`src/rtl/sysref_pkg.sv`:
```
package sysref_pkg;

   typedef enum logic [1:0] {
      SR_OFF   = 2'd0,
      SR_CONT  = 2'd1,
      SR_BURST = 2'd2,
      SR_REQ   = 2'd3
   } sr_mode_e;

   localparam int BURST_CODE_W = 2;
   localparam int BURST_LEFT_W = 3;

   function automatic logic [3:0] burst_len(input logic [BURST_CODE_W-1:0] code);
      return 4'd1 << code;
   endfunction

endpackage

```
`src/rtl/sysref_divider.sv`:
```
module sysref_divider #(
   parameter int PER_W = 12
) (
   input  logic             clk,
   input  logic             rst,
   input  logic [PER_W-1:0] per_in,
   output logic             bnd,
   output logic             hi,
   output logic [PER_W-1:0] cnt,
   output logic [PER_W-1:0] half
);

   if (PER_W < 2) begin : g_bad_width
      $error("sysref_divider: PER_W must be at least 2");
   end

   logic             run;
   logic [PER_W-1:0] n_act;

   assign bnd  = !run || (cnt == n_act - PER_W'(1));
   assign half = n_act >> 1;
   assign hi   = run && (cnt < half);

   always_ff @(posedge clk) begin
      if (rst) begin
         run   <= 1'b0;
         cnt   <= '0;
         n_act <= PER_W'(2);
      end else if (bnd) begin
         run   <= 1'b1;
         cnt   <= '0;
         n_act <= per_in;
      end else begin
         cnt   <= cnt + PER_W'(1);
      end
   end

   // the period length only moves at a period start
   a_r8_len_held: assert property (@(posedge clk) disable iff (rst)
      (run && !bnd) |=> $stable(n_act));

   // the count never leaves the current period
   a_r2_cnt_in_period: assert property (@(posedge clk) disable iff (rst)
      run |-> (cnt < n_act));

endmodule

```
`src/rtl/sysref_pulser.sv`:
```
module sysref_pulser
   import sysref_pkg::*;
(
   input  logic                    clk,
   input  logic                    rst,
   input  logic                    bnd,
   input  sr_mode_e                mode,
   input  logic [BURST_CODE_W-1:0] burst,
   input  logic                    trig,
   input  logic                    req,
   output logic                    gate,
   output logic                    busy
);

   logic                    armed;
   logic [BURST_LEFT_W-1:0] left;

   always_ff @(posedge clk) begin
      if (rst) begin
         gate  <= 1'b0;
         busy  <= 1'b0;
         armed <= 1'b0;
         left  <= '0;
      end else begin
         if (trig && !busy && mode == SR_BURST) begin
            busy  <= 1'b1;
            armed <= 1'b1;
         end
         if (bnd) begin
            case (mode)
               SR_CONT: begin
                  gate  <= 1'b1;
                  busy  <= 1'b0;
                  armed <= 1'b0;
                  left  <= '0;
               end
               SR_REQ: begin
                  gate  <= req;
                  busy  <= 1'b0;
                  armed <= 1'b0;
                  left  <= '0;
               end
               SR_BURST: begin
                  if (armed) begin
                     gate  <= 1'b1;
                     armed <= 1'b0;
                     left  <= BURST_LEFT_W'(burst_len(burst) - 4'd1);
                  end else if (left != '0) begin
                     gate  <= 1'b1;
                     left  <= left - BURST_LEFT_W'(1);
                  end else begin
                     gate  <= 1'b0;
                     if (busy) busy <= 1'b0;
                  end
               end
               default: begin
                  gate  <= 1'b0;
                  busy  <= 1'b0;
                  armed <= 1'b0;
                  left  <= '0;
               end
            endcase
         end
      end
   end

   // busy can only rise after a trigger
   a_r6_busy_from_trig: assert property (@(posedge clk) disable iff (rst)
      $rose(busy) |-> $past(trig));

   // gating changes only at a period start
   a_r10_gate_at_start: assert property (@(posedge clk) disable iff (rst)
      !bnd |=> $stable(gate));

   // continuous mode passes the next period
   a_r3_cont_passes: assert property (@(posedge clk) disable iff (rst)
      (bnd && mode == SR_CONT) |=> gate);

   // off mode blocks the next period and drops busy
   a_r4_off_blocks: assert property (@(posedge clk) disable iff (rst)
      (bnd && mode == SR_OFF) |=> (!gate && !busy));

   // a low request blocks the next period
   a_r7_req_low_blocks: assert property (@(posedge clk) disable iff (rst)
      (bnd && mode == SR_REQ && !req) |=> !gate);

endmodule

```
`src/rtl/sysref_dly.sv`:
```
module sysref_dly #(
   parameter int MAX_DLY = 255,
   parameter int DLY_W   = 8
) (
   input  logic             clk,
   input  logic             rst,
   input  logic             src,
   input  logic [DLY_W-1:0] dly,
   output logic             out
);

   if (MAX_DLY < 1) begin : g_bad_depth
      $error("sysref_dly: MAX_DLY must be at least 1");
   end

   if (MAX_DLY == 1) begin : g_one
      logic q;
      always_ff @(posedge clk) begin
         if (rst) q <= 1'b0;
         else     q <= src;
      end
      assign out = (dly == '0) ? src : q;
   end else begin : g_shift
      logic [MAX_DLY-1:0] sr;
      logic [DLY_W-1:0]   dc;
      always_ff @(posedge clk) begin
         if (rst) sr <= '0;
         else     sr <= {sr[MAX_DLY-2:0], src};
      end
      assign dc  = (dly > DLY_W'(MAX_DLY)) ? DLY_W'(MAX_DLY) : dly;
      assign out = (dc == '0) ? src : sr[dc - DLY_W'(1)];
   end

   // a one-cycle setting repeats the previous source value
   a_r9_one_cycle: assert property (@(posedge clk) disable iff (rst)
      ($past(dly) == DLY_W'(1) && dly == DLY_W'(1)) |-> (out == $past(src)));

endmodule

```
`src/rtl/sysref_gen.sv`:
```
module sysref_gen
   import sysref_pkg::*;
#(
   parameter  int CH_N    = 4,
   parameter  int LMFC_W  = 8,
   parameter  int MULT_W  = 4,
   parameter  int MAX_DLY = 255,
   localparam int DLY_W   = $clog2(MAX_DLY + 1),
   localparam int PER_W   = LMFC_W + MULT_W
) (
   input  logic                  clk,
   input  logic                  rst,
   input  logic [1:0]            cfg_mode,
   input  logic [LMFC_W-1:0]     cfg_lmfc_len,
   input  logic [MULT_W-1:0]     cfg_mult,
   input  logic [1:0]            cfg_burst,
   input  logic [CH_N*DLY_W-1:0] cfg_dly,
   input  logic                  trig,
   input  logic                  req,
   output logic                  busy,
   output logic [CH_N-1:0]       sysref_o
);

   if (CH_N < 1) begin : g_bad_ch
      $error("sysref_gen: CH_N must be at least 1");
   end
   if (LMFC_W < 1 || MULT_W < 1) begin : g_bad_cfg
      $error("sysref_gen: LMFC_W and MULT_W must be at least 1");
   end

   logic [PER_W-1:0] per_raw, per_eff, cnt, half;
   logic             bnd, hi, gate, src;

   assign per_raw = PER_W'(cfg_lmfc_len) * PER_W'(cfg_mult);
   assign per_eff = (per_raw < PER_W'(2)) ? PER_W'(2) : per_raw;

   sysref_divider #(.PER_W(PER_W)) i_div (
      .clk    (clk),
      .rst    (rst),
      .per_in (per_eff),
      .bnd    (bnd),
      .hi     (hi),
      .cnt    (cnt),
      .half   (half)
   );

   sysref_pulser i_pulse (
      .clk   (clk),
      .rst   (rst),
      .bnd   (bnd),
      .mode  (sr_mode_e'(cfg_mode)),
      .burst (cfg_burst),
      .trig  (trig),
      .req   (req),
      .gate  (gate),
      .busy  (busy)
   );

   assign src = gate & hi;

   for (genvar c = 0; c < CH_N; c++) begin : g_ch
      sysref_dly #(.MAX_DLY(MAX_DLY), .DLY_W(DLY_W)) i_dly (
         .clk (clk),
         .rst (rst),
         .src (src),
         .dly (cfg_dly[c*DLY_W +: DLY_W]),
         .out (sysref_o[c])
      );
   end

   // the common signal rises only at the first cycle of a period
   a_r10_rise_at_start: assert property (@(posedge clk) disable iff (rst)
      $rose(src) |-> (cnt == '0));

   // the common signal falls only after floor(N/2) cycles
   a_r2_fall_at_half: assert property (@(posedge clk) disable iff (rst)
      $fell(src) |-> (cnt == half));

   // one reset edge clears every output
   a_r1_reset_clears: assert property (@(posedge clk)
      $past(rst) |-> (sysref_o == '0 && !busy));

endmodule

```
`config.mk`:
```
export PLATFORM = sky130hd
export DESIGN_NAME = sysref_gen
export DESIGN_NICKNAME = d
export VERILOG_FILES = /design/src/rtl/sysref_pkg.sv /design/src/rtl/sysref_divider.sv /design/src/rtl/sysref_pulser.sv /design/src/rtl/sysref_dly.sv /design/src/rtl/sysref_gen.sv
export SDC_FILE = /design/constraint.sdc
export NUM_CORES = 1
export LEC_CHECK = 0
export BUFFER_PORTS_ARGS = -buffer_cell sky130_fd_sc_hd__buf_2
export CORE_ASPECT_RATIO = 0.6
export CORE_MARGIN = 4
export CORE_UTILIZATION = 63
export CTS_CLUSTER_DIAMETER = 30
export CTS_CLUSTER_SIZE = 30
export DETAILED_ROUTE_END_ITERATION = 10
export GPL_ROUTABILITY_DRIVEN = 1
export HOLD_SLACK_MARGIN = 0.12
export PLACE_DENSITY = 0.85
export SLEW_MARGIN = 15
export SYNTH_ARGS = -nofsm -noshare
export SYNTH_HDL_FRONTEND = slang
export SYNTH_SLANG_ARGS = --single-unit
```
`constraint.sdc`:
```
create_clock -name clk -period 5.8 [get_ports clk]
set_clock_uncertainty 0.05 [all_clocks]
set_input_delay 0.29 -clock clk [delete_from_list [all_inputs] [get_ports clk]]
set_output_delay 0.29 -clock clk [all_outputs]
set_load 0.02 [all_outputs]
```
### After elaboration in Yosys (flattened, before gate mapping)

Index checks and enable logic that the tools add are counted.
W data, S select, Z words.

| cells by class | value |
|---|---|
| bitwise logic cells | 1 |
| divide/modulo/power cells | 0 |
| order comparisons | 10 |
| add/subtract/negate cells | 8 |
| mux-type cells | 33 |
| equal/unequal tests | 5 |
| shift-type cells | 1 |
| reductions and logical operators | 13 |
| multiply operators | 1 |

Operator list:

| cell | count |
|---|---|
| $lt A8 B9 Y1 const B | 4 |
| $bmux W1 S8 | 4 |
| $gt A8 B8 Y1 const B | 4 |
| $logic_not A8 Y1 | 4 |
| $mux W8 | 4 |
| $sub A8 B1 Y8 const B | 4 |
| $mux W1 | 20 |
| $add A12 B1 Y12 const B | 1 |
| $eq A12 B12 Y1 | 1 |
| $lt A12 B11 Y1 | 1 |
| $lt A12 B2 Y1 const B | 1 |
| $mul A8 B4 Y12 | 1 |
| $mux W12 | 1 |
| $sub A12 B1 Y12 const B | 1 |
| $mux W3 | 3 |
| $sub A3 B1 Y3 const B | 2 |
| $eq A2 B2 Y1 const B | 2 |
| $logic_and A1 B1 Y1 | 3 |
| $ne A3 B2 Y1 const B | 1 |
| $pmux W1 S3 | 1 |
| $reduce_bool A3 Y1 | 1 |
| $shl A1 B2 Y3 const A | 1 |
| $eq A2 B1 Y1 const B | 1 |
| $logic_not A1 Y1 | 2 |
| other kinds (4) | 4 |

| word-level totals | value |
|---|---|
| latch bits | 0 |
| memory bits (writable) | 0 |
| output and inout bits | 5 |
| input port bits | 52 |
| register bits after elaboration | 1051 |
| memories | 0 |
| memory bits (read-only) | 0 |

### Depth between registers and ports, before layout

| depth | value |
|---|---|
| depth in word-level cells | 9 |
| mapped depth | 17 |
| gate-level depth less buffers | 15 |

### By module

Synthesis repeated with hierarchy kept, for this count alone.

| unflattened totals | value |
|---|---|
| cells, all modules | 3406 |
| area total of the unflattened synthesis | 40171.0 um^2 |

Modules (own cells, without submodules):

| module | instances | cells each | area an instance (um^2) |
|---|---|---|---|
| sysref_dly at g_ch[1].i_dly ... | 3 | 781 | 9336.5 |
| sysref_dly at g_ch[0].i_dly | 1 | 705 | 9137.5 |
| sysref_divider | 1 | 196 | 1684.1 |
| sysref_gen | 1 | 125 | 997.2 |
| sysref_pulser | 1 | 37 | 342.8 |

### Least setup slack after synthesis

OpenSTA, ideal clock, no wires.

| path | value |
|---|---|
| path kind | input-to-output |
| start | input port cfg_dly[0] |
| end | output port sysref_o[0] |
| required time | 5.460 ns |
| data arrival time | 3.924 ns |
| setup slack | 1.536 ns |
| cell stages on the path | 16 |
| path buffers | 7 |
| cell sequence | buf_2 buf_4 buf_2 inv_1 ha_1 buf_2 buf_1 clkbuf_1 mux4_2 mux4_2 mux2i_1 a21oi_1 a221oi_1 mux2_2 a32oi_1 buf_4 |

| on the way | value |
|---|---|
| cells in the longest elaborated chain, start to end | 6 |
| elaborated cells on any way between the ends | 7 |

Ends and longest elaborated chain:

| item | line | source |
|---|---|---|
| from (decl) | sysref_gen.sv:17 | `input logic [CH_N*DLY_W-1:0] cfg_dly,` |
| $gt A8 B8 Y1 | sysref_dly.sv:30 | `assign dc = (dly > DLY_W'(MAX_DLY)) ? DLY_W'(MAX_DLY) : dly;` |
| $mux W8 * | sysref_dly.sv:30 |  |
| $sub A8 B1 Y8 | sysref_dly.sv:31 | `assign out = (dc == '0) ? src : sr[dc - DLY_W'(1)];` |
| $bmux W1 S8 | sysref_dly.sv:31 |  |
| $mux W1 (implied by the code) | sysref_dly.sv:31 |  |
| $mux W1 * | sysref_dly.sv:31 |  |
| to (decl) | sysref_gen.sv:21 | `output logic [CH_N-1:0] sysref_o` |

Mark *: on every way between the ends. The rest lies on a longest branch, timed or not. The select of a mux whose other input is x is not followed.

### Worst setup path in the final report

Same ends and word-level chain as after synthesis.

==> impl_results.md <==
- Placed cells: around 1900
- DRT iter0 DRCs: 2509
- Flops & latches, synth: between 200 and 300
- Post-Syn Nets: ~1700
- DR WL/cell: around 27 um
- Unrepaired setup endpoints after global routing: false
- Post-Syn Area: between 15000 and 20000 sq um
- Top cells by area, synth: mux4_2 35%, dfxtp_1 31%, nor2b_1 8.6%
- Slowest-stage cell, CP: ha_2
- Final setup fails: 0
- Share of cells above drive strength 1: 0.295
- GR Util met2: 0.468
- Synth-to-Final Area Change: 10.9%
- Final instance count without filler cells: between 2000 and 2500
- Die width: about 230 um
- Setup TNS: 0 ns
- Post-DP HPWL: 37.4 mm
- Lkg Pwr: roughly 7.6 nW
- Final slew viol count: 0
- Synth Instances: around 1600
- Top cell type's share of synthesized area: 0.349
- Final hold slack: between 0.1 and 0.15 ns
- Register area: between 5000 and 6000 sq um
- Tcrit/Tclk final: 0.867
- Starting density of the core: 0.645
- Gr usage total: 0.338
- GPL Wtd Cong: 0.984
- Fmax: 0.199 GHz
- EDFF count, synth: 0
- Clk slew on worst S/H paths: roughly 0.060 ns
- Final Hold Viols: 0
- Worst min-delay path startpoint: cfg_burst[1]
- CTS tree: done
- Critical Path End Type: primary output
- Crit path largest cell delay: 0.82 ns
- Clk buf depth: 3
- Yosys warns: 0
- Worst R2R Start: i_div.n_act[2]
- Die footprint: between 30000 and 40000 sq um
- Final WS setup: 0.774 ns
- Core area: 28900 sq um
- Ys async rst share: 0
- TritonRoute pass-1 iters: 8
- DP Worst Slack: ~0.95 ns
- # fillers: slightly below 2000
- Final core utilization: 0.715
- Worst Path Arrival: 4.69 ns
- Dpl cell area: 19300 sq um
- Avg Synthesized Cell Area: between 10 and 15 sq um
- # IOs: between 50 and 60
- Status: finished, final reports clean
- Largest net degree at the start of global routing: ~120
- Cell Chain, Critical Path: buf_4 -> inv_1 -> ha_2 -> buf_4 -> mux4_2 -> mux4_2 -> mux2i_1 -> nor3_1 -> a211oi_1 -> or3_1 -> o31a_1 -> a32oi_1 -> buf_2
- Pwr per Cell Area: 254 nW/um^2
- H-Tree Depth: 2
- Vias in the first global route: 14482
- Root buffer cell: clkbuf_16
- CP Class: in2out
- Netlist cell types: 74
- Maximum vdd drop: about 240 uV
- First-pass GRT wire length: between 80 and 90 mm
- Crit path max fanout: 24
- Crit path launch type: primary input
- Synth Flop Type: dfxtp_1
- Maxcap violations: 0
- Detailed Route WL: approximately 55 mm
- Met3 Resource Use GR: 0.137
- Nets: around 1700
- Total power: ~5.3 mW
- CP required: 5.46 ns
- Die H: roughly 140 um
- Sink Count: 286
- Commonest non-fill, non-tap cells in the layout: 289 x mux4_2, 286 x dfxtp_1, 258 x nor2b_1
- Crit path launch: cfg_dly[0]
- Clock latency on the worst-skew pair: ~0.56 ns
- I/O Buffers: 56
- Area of the multi-input gates: between 10000 and 15000 sq um
- Minimum clock period: 5.03 ns
- DRC viols: 0
- Cell type with the largest total area after synthesis: mux4_2
- Placement Rows: 48
- Final instance area: a little over 20000 sq um
- Vias after detailed routing: roughly 15000
- Rel. slew slack: 0.228
- Commonest non-fill, non-tap cell in the layout: mux4_2
- Hold Path Class: in2reg
- Met1 Use GR: 0.480
- Sequential fraction of the synthesis area: 0.307
- Antenna violations before repair: 6
- GRT Max-Usage Layer: met1
- Vias per Instance: about 7.2
- Grt ovf: 0
- Post-route ant nets: 0
- CTS buffer count: roughly 40
- Setup repair bufs after CTS: 0
- Slew @ Worst Pin: about 1.1 ns
-- sequential cells by signal, summed over array words and instances, names as in the netlist --
name / flops
g_ch.i_dly.g_shift.sr: 255
i_div.cnt: 12
i_div.n_act: 12
i_div.run: 1
i_pulse.armed: 1
i_pulse.busy: 1
i_pulse.gate: 1
i_pulse.left: 3
-- per-layer routing --
metal | routed length (um) | up-vias
met3 | 9220 | 241
li1 | - | 5998
met5 | 27 | -
met2 | 22400 | 1250
met1 | 20400 | 7241
met4 | 2520 | 2
-- area by class of cell --
cell class,instances,area share
clock buffer,48,0.0523
antenna,6,0.000725
timing repair buffer,96,0.0315
inverter,56,0.0102
tap,400,0.0242
clock inverter,26,0.0128
sequential,286,0.277
multi-input combinational,1116,0.592
-- cells by family (layout without fill, tap and decap cells) --
family,after synthesis,after routing,synth area share
DFF,286,286,0.307
buffers and inverters,172,226,0.0406
other,0,6,0
muxes,330,330,0.373
AOI/OAI and AO/OA,134,134,0.0524
xor gates and xnor gates,58,58,0.0284
adders and majority gates,49,49,0.0377
and+or+nand+nor,545,545,0.161
-- synth_stat cells, types with 6 or more instances --
cell type  instances
a211oi_1          17
a21o_1             6
a21oi_1           30
and2_1            34
and3_1             9
buf_1              7
buf_2             29
buf_4              8
buf_6              6
clkbuf_1          66
dfxtp_1          286
fa_1              12
ha_1              37
inv_1             55
mux2_2             7
mux2i_1           32
mux4_2           289
nand2_1          100
nand3_1           27
nand4_1           11
nor2_1            52
nor2b_1          258
nor3_1            21
nor3b_1            6
nor4_1             6
o21ai_0           12
xnor2_1           32
xor2_1            23
-- path summary, 6_finish.rpt --
kind                                   endpoint  slack [ns]  depth (start not counted)
worst max register to register   i_div.n_act[0]        1.94                         10
worst max-delay path                sysref_o[0]        0.77                         13
worst min register to register  i_pulse.left[2]        0.43                          2
worst min-delay path            i_pulse.left[2]        0.15                          5
-- critical path: cells and delay by family --
kind,cells,cell delay (ns)
multiplexers,3,1.14
AO/OA/AOI/OAI,3,0.90
buffers and inverters,4,1.19
adder cells (fa/ha/maj),1,0.82
AND/OR/NAND/NOR,2,0.28
-- power breakdown --
| part | internal, mW | total (mW) | switching [mW] | leakage (nW) |
|---|---|---|---|---|
| Clock | 1.40 | 2.45 | 1.06 | 0.650 |
| Combinational | 0.303 | 0.797 | 0.494 | 4.62 |
| Sequential | 1.98 | 2.01 | 0.0260 | 2.31 |
-- repair_timing --
action | in CTS | in global routing
endpoints found under the setup margin | 0 | 0
hold buffers | 6 | 0
hold endpoints to repair | 4 | 0
gates resized for setup | 0 | 0
Note: power is estimated with default switching activity, not from simulation.
